[src/rtl/fast_entry_unit.sv]
module fast_entry_unit #(
  parameter int XLEN  = 32,
  parameter int SEL_W = 16,
  parameter int AW    = 2
) (
  input  logic             clk,
  input  logic             rst_n,
  input  logic             wr_en_i,
  input  logic [AW-1:0]    wr_addr_i,
  input  logic [XLEN-1:0]  wr_data_i,
  input  logic             start_i,
  input  logic             legacy_i,
  output logic             done_o,
  output logic             fault_ud_o,
  output logic [SEL_W-1:0] cs_sel_o,
  output logic [SEL_W-1:0] ss_sel_o,
  output logic [XLEN-1:0]  cs_base_o,
  output logic [XLEN-1:0]  ss_base_o,
  output logic [XLEN-1:0]  cs_limit_o,
  output logic [XLEN-1:0]  ss_limit_o,
  output logic [7:0]       cs_attr_o,
  output logic [7:0]       ss_attr_o,
  output logic [XLEN-1:0]  stack_ptr_o,
  output logic [XLEN-1:0]  instr_ptr_o,
  output logic [1:0]       cpl_o
);
  localparam logic [AW-1:0]    ADDR_SEL   = AW'(0);
  localparam logic [AW-1:0]    ADDR_SP    = AW'(1);
  localparam logic [AW-1:0]    ADDR_IP    = AW'(2);
  localparam logic [7:0]       CODE_ATTR  = 8'hCA;
  localparam logic [7:0]       STACK_ATTR = 8'hC2;
  localparam logic [XLEN-1:0]  FLAT_LIM   = '1;
  localparam logic [SEL_W-1:0] SS_STEP    = SEL_W'(8);

  logic [SEL_W-1:0] sel_q;
  logic [XLEN-1:0]  sp_q, ip_q;
  logic             enter;

  assign enter     = start_i & legacy_i;
  assign cs_base_o = '0;
  assign ss_base_o = '0;

  always_ff @(posedge clk) begin
    if (!rst_n) begin
      sel_q <= '0;
      sp_q  <= '0;
      ip_q  <= '0;
    end else if (wr_en_i) begin
      if (wr_addr_i == ADDR_SEL) sel_q <= wr_data_i[SEL_W-1:0];
      if (wr_addr_i == ADDR_SP)  sp_q  <= wr_data_i;
      if (wr_addr_i == ADDR_IP)  ip_q  <= wr_data_i;
    end
  end

  always_ff @(posedge clk) begin
    if (!rst_n) begin
      done_o      <= 1'b0;
      fault_ud_o  <= 1'b0;
      cs_sel_o    <= '0;
      ss_sel_o    <= '0;
      cs_limit_o  <= '0;
      ss_limit_o  <= '0;
      cs_attr_o   <= '0;
      ss_attr_o   <= '0;
      stack_ptr_o <= '0;
      instr_ptr_o <= '0;
      cpl_o       <= 2'd3;
    end else begin
      done_o     <= start_i;
      fault_ud_o <= start_i & ~legacy_i;
      if (enter) begin
        cs_sel_o    <= sel_q;
        ss_sel_o    <= sel_q + SS_STEP;
        cs_limit_o  <= FLAT_LIM;
        ss_limit_o  <= FLAT_LIM;
        cs_attr_o   <= CODE_ATTR;
        ss_attr_o   <= STACK_ATTR;
        stack_ptr_o <= sp_q;
        instr_ptr_o <= ip_q;
        cpl_o       <= 2'd0;
      end
    end
  end


  done_after_start_chk: assert property (@(posedge clk) disable iff (!rst_n)
    start_i |=> done_o);

  no_spurious_done_chk: assert property (@(posedge clk) disable iff (!rst_n)
    !start_i |=> !done_o);

  fault_with_done_chk: assert property (@(posedge clk) disable iff (!rst_n)
    fault_ud_o |-> done_o);

  fault_holds_state_chk: assert property (@(posedge clk) disable iff (!rst_n)
    (start_i && !legacy_i) |=> ($stable(cs_sel_o) && $stable(ss_sel_o) &&
      $stable(stack_ptr_o) && $stable(instr_ptr_o) && $stable(cpl_o) && $stable(cs_attr_o)));

  idle_holds_state_chk: assert property (@(posedge clk) disable iff (!rst_n)
    !start_i |=> ($stable(cs_sel_o) && $stable(ss_sel_o) && $stable(stack_ptr_o) &&
      $stable(instr_ptr_o) && $stable(cpl_o) && $stable(cs_limit_o)));

  ss_offset_chk: assert property (@(posedge clk) disable iff (!rst_n)
    (done_o && !fault_ud_o) |-> (ss_sel_o == cs_sel_o + SS_STEP));

  flat_entry_chk: assert property (@(posedge clk) disable iff (!rst_n)
    (done_o && !fault_ud_o) |-> (cpl_o == 2'd0 && cs_attr_o == CODE_ATTR &&
      ss_attr_o == STACK_ATTR && cs_limit_o == FLAT_LIM && ss_limit_o == FLAT_LIM));
endmodule

[config.mk]
export PLATFORM = sky130hd
export DESIGN_NAME = fast_entry_unit
export DESIGN_NICKNAME = d
export VERILOG_FILES = /design/src/rtl/fast_entry_unit.sv
export SDC_FILE = /design/constraint.sdc
export NUM_CORES = 1
export LEC_CHECK = 0
export ABC_AREA = 1
export ABC_CLOCK_PERIOD_IN_PS = 2630
export BUFFER_PORTS_ARGS = -buffer_cell sky130_fd_sc_hd__clkbuf_2
export CORE_MARGIN = 5
export CORE_UTILIZATION = 30
export CTS_BUF_LIST = sky130_fd_sc_hd__clkbuf_4 sky130_fd_sc_hd__clkbuf_8
export CTS_CLUSTER_SIZE = 28
export DETAILED_ROUTE_END_ITERATION = 8
export HOLD_SLACK_MARGIN = 0.05
export PLACE_DENSITY = 0.53
export SETUP_SLACK_MARGIN = 0.5
export SYNTH_ARGS = -nofsm -noshare
export SYNTH_HDL_FRONTEND = slang
export SYNTH_SLANG_ARGS = --single-unit
[constraint.sdc]
create_clock -name clk -period 2.63 [get_ports clk]
set_input_delay 0.526 -clock clk [delete_from_list [all_inputs] [get_ports clk]]
set_output_delay 0.526 -clock clk [all_outputs]
set_load 0.005 [all_outputs]
# == Word level (Yosys, flattened, before mapping) ==
# Cells that the tools add are included.
# totals
elab_cells,23
regBits,183
input_bits,39
# op_classes
bitwise_logic,3
reduce_logical,4
n_addsub,1
n_eq_ne,2
# op_table
operator,count
"16-bit by 4-bit adder with 16-bit output, second input constant",1
2-bit AND reduction,3
1-bit bitwise AND,2
"2-bit by 1-bit equality test with 1-bit output, second input constant",1
"2-bit equality test, second input constant",1
2-bit zero test,1
1-bit inverter,1

# == Depth between registers and ports, before layout ==
# logic_depth
word_depth,2
mapped_depth,8
depth_no_buf,8

# == Worst setup path after synthesis ==
# OpenSTA, ideal clock, no wires.
# synth_timing
path_type,register to output
startpoint,"register, netlist name ss_attr_o[1]"
endpoint,output cs_attr_o[3]
stages_incl_launch_ff,2
slack_ns,0.373
arrival_ns,1.731
path_cell_list,dfxtp_1 > buf_4
# synth_lines
element,line,text
end: declaration,21,"output logic [7:0] cs_attr_o,"

==> flow_metrics.py <==
metrics = {
    "timing": {
        "fin_crit_ps": 1860,
        "max_freq_mhz": 537,
        "final-setup-viol-count": 0,
        "tightest_slew_ps": 573,
        "finalHoldViolations": 0,
        "fin_skew_ps": 15.3,
        "rsz0062_at_grt": "false",
        "relSlewSlack": 0.618,
        "fin_crit_sh": 0.709,
        "setup_tns_ps": 0,
        "maxSlewViolCount": 0,
    },
    "worst_setup_path": {
        "end_kind": "output port",
        "path_class": "reg -> out",
        "crit_path_cell_trace": "buf_6 > clkbuf_2",
        "r2r_start": "sel_q[4]",
        "crit_buf_inv": 2,
        "critPathTopFamily": "buffers and inverters",
        "worstSetupStartpointType": "flip-flop",
        "cpPeakStageDelay_ps": 340,
        "rrSetupSlack_ps": 1180,
        "cp_data_required_time_ps": 2100,
        "path_max_fanout": 71,
        "cp_slowest_cell": "dfxtp_2",
        "cp.arrival_ps": 1340,
        "startpoint": "ss_attr_o[1]",
    },
    "drt": {
        "vias": 6155,
        "vias_per_cell": 4.30,
        "drt_iter0_markers": 334,
        "drt-wirelength-per-cell_um": 14.6,
        "antenna_left": 0,
        "drc_errors": 0,
        "routed_wl_mm": 20.8,
        "drtPass1Iterations": 5,
    },
    "yosys": {
        "async_flop_share": 0,
        "synthTopCellsByArea": "dfxtp_1 46%, buf_4 15%, nor2_1 14%",
        "syn_area_per_cell_um2": 7.84,
        "synth_cell_types": 26,
        "synth_seq_cells": 177,
        "synthTopCellsByCount": "277 x nor2_1, 177 x dfxtp_1, 155 x buf_4",
        "synth_top_area_share": 0.463,
        "syn_inst": 976,
        "yosysTopAreaCell": "dfxtp_1",
        "ys_seq_area_frac": 0.463,
        "synth_ff_type": "dfxtp_1",
        "synth_area_mm2": 0.00766,
        "ys.warnings.count": 0,
        "synth_most_common_cell": "nor2_1",
        "synth_edf_count": 0,
    },
    "floorplan": {
        "initial_core_util": 0.304,
        "coreArea_mm2": 0.0252,
        "rows": 58,
        "die_y_um": 170,
        "die_w_um": 170,
        "boundaryPins": 283,
        "dieArea_mm2": 0.0288,
    },
    "clock_network": {
        "cts_setup_buffers": 0,
        "clk_pin_slew_ps": 100,
        "clock-root-buffer": "clkbuf_8",
        "cts_hold_buf": 0,
        "numCtsBuffers": 17,
        "cts_max_path_buffers": 2,
        "cts.sinks": 177,
        "insertion_delay_ps": 470,
        "cts_tree": "built",
        "cts.htree.levels": 4,
    },
    "global_routing": {
        "grt_pass1_wl_mm": 32.0,
        "overflow": 0,
        "grt_max_degree": 97,
        "grt_use_total": 0.141,
        "grt_pass1_vias": 5629,
        "antenna_found_initial": 2,
    },
    "finish": {
        "seqCellArea_mm2": 0.00354,
        "drive_gt1_frac": 0.279,
        "final_cells": 1431,
        "layout.nets": 1126,
        "fin_area_mm2": 0.00843,
        "fill_cells": 2724,
        "multi_input_area_mm2": 0.00284,
        "area_growth_pct": 10.1,
    },
    "placed_design": {
        "dp.final_hpwl_mm": 14.9,
        "place.gp.congestion": 0.817,
        "numPortBuffers": 209,
        "placed_area_mm2": 0.00805,
        "placedCellCount": 1397,
    },
    "power": {
        "p_leak_nw": 3.96,
        "ir_worst_vdd_mv": 0.299,
        "powerDensity_mw_per_mm2": 635,
    },
    "status": {
        "status": "completed",
    },
    "job": {
        "cap_violations": 0,
    },
    "worst_hold_path": {
        "worstHoldStart": "legacy_i",
        "min_path_type": "in -> reg",
    },
}
-- worst paths after layout --
kind | to | cells after the start
worst max-delay path | ss_limit_o[14] | 2
worst min-delay path | fault_ud_o | 2
worst max register to register | ss_sel_o[15] | 8
worst min register to register | cpl_o[0] | 2
-- cell usage in the layout, fill, tap and decap left out, types with 16 or more instances in the layout --
cell	instances
clkbuf_2	208
clkbuf_8	17
conb_1	73
dfxtp_1	176
inv_1	19
nand2_1	48
nand3_1	20
nor2_1	277
nor2_2	44
o21ai_0	136
o21ai_1	16
-- routing by layer --
layer / track usage / vias to the layer above / part of all wire
met2: 0.236 / 221 / 0.48
met5: 0 / - / 0.00053
li1: - / 3100 / -
met4: 0.0357 / 2 / 0.013
met1: 0.178 / 2812 / 0.43
met3: 0.0424 / 20 / 0.081
-- report_power, final --
group / total [mW] / internal [mW] / switching (mW)
Clock: 1.82 / 0.700 / 1.12
Sequential: 2.91 / 2.82 / 0.0869
Combinational: 0.628 / 0.233 / 0.395
-- sequential cells by signal (all words and copies together), names as in the netlist, 13 cells and up --
signal	count
cs_sel_o	16
instr_ptr_o	32
ip_q	32
sel_q	16
sp_q	32
ss_sel_o	13
stack_ptr_o	32
-- cell families after synthesis --
kind of cell | Yosys count | share of synthesized area
and+or+nand+nor | 402 | 0.220
buffers and inverters | 224 | 0.202
DFF | 177 | 0.463
AOI/OAI and AO/OA | 170 | 0.113
xor gates and xnor gates | 1 | 0.00114
adders and majority gates | 1 | 0.00163
other | 1 | 0.000490
-- stage by stage --
| step | setup WS (ps) | total power, mW | hold WS (ps) | utilization |
|---|---|---|---|---|
| 6_report | 767 | 5.35 | 235 | 0.335 |
| 5_1_grt | 637 | 5.67 | 194 | 0.335 |
| 4_1_cts | 583 | 5.45 | 201 | 0.334 |
| 3_5_place_dp | 754 | 3.62 | 450 | 0.319 |
| 3_3_place_gp | 782 | 3.61 | 438 | 0.319 |
| 2_1_floorplan | 956 | 3.49 | 450 | - |
-- cell type report --
cell class	instances	share of cell area
multi-input combinational	647	0.337
sequential	177	0.420
antenna	2	0.000594
timing repair buffer	220	0.138
tap	330	0.0490
clock buffer	17	0.0278
clock inverter	15	0.0169
inverter	23	0.0108
-- repair_timing --
item | CTS | global route
setup endpoints to repair | 0 | 8
endpoints found under the hold margin | 0 | 0
resized for setup | 0 | 1
(Power assumes the default switching activity.)
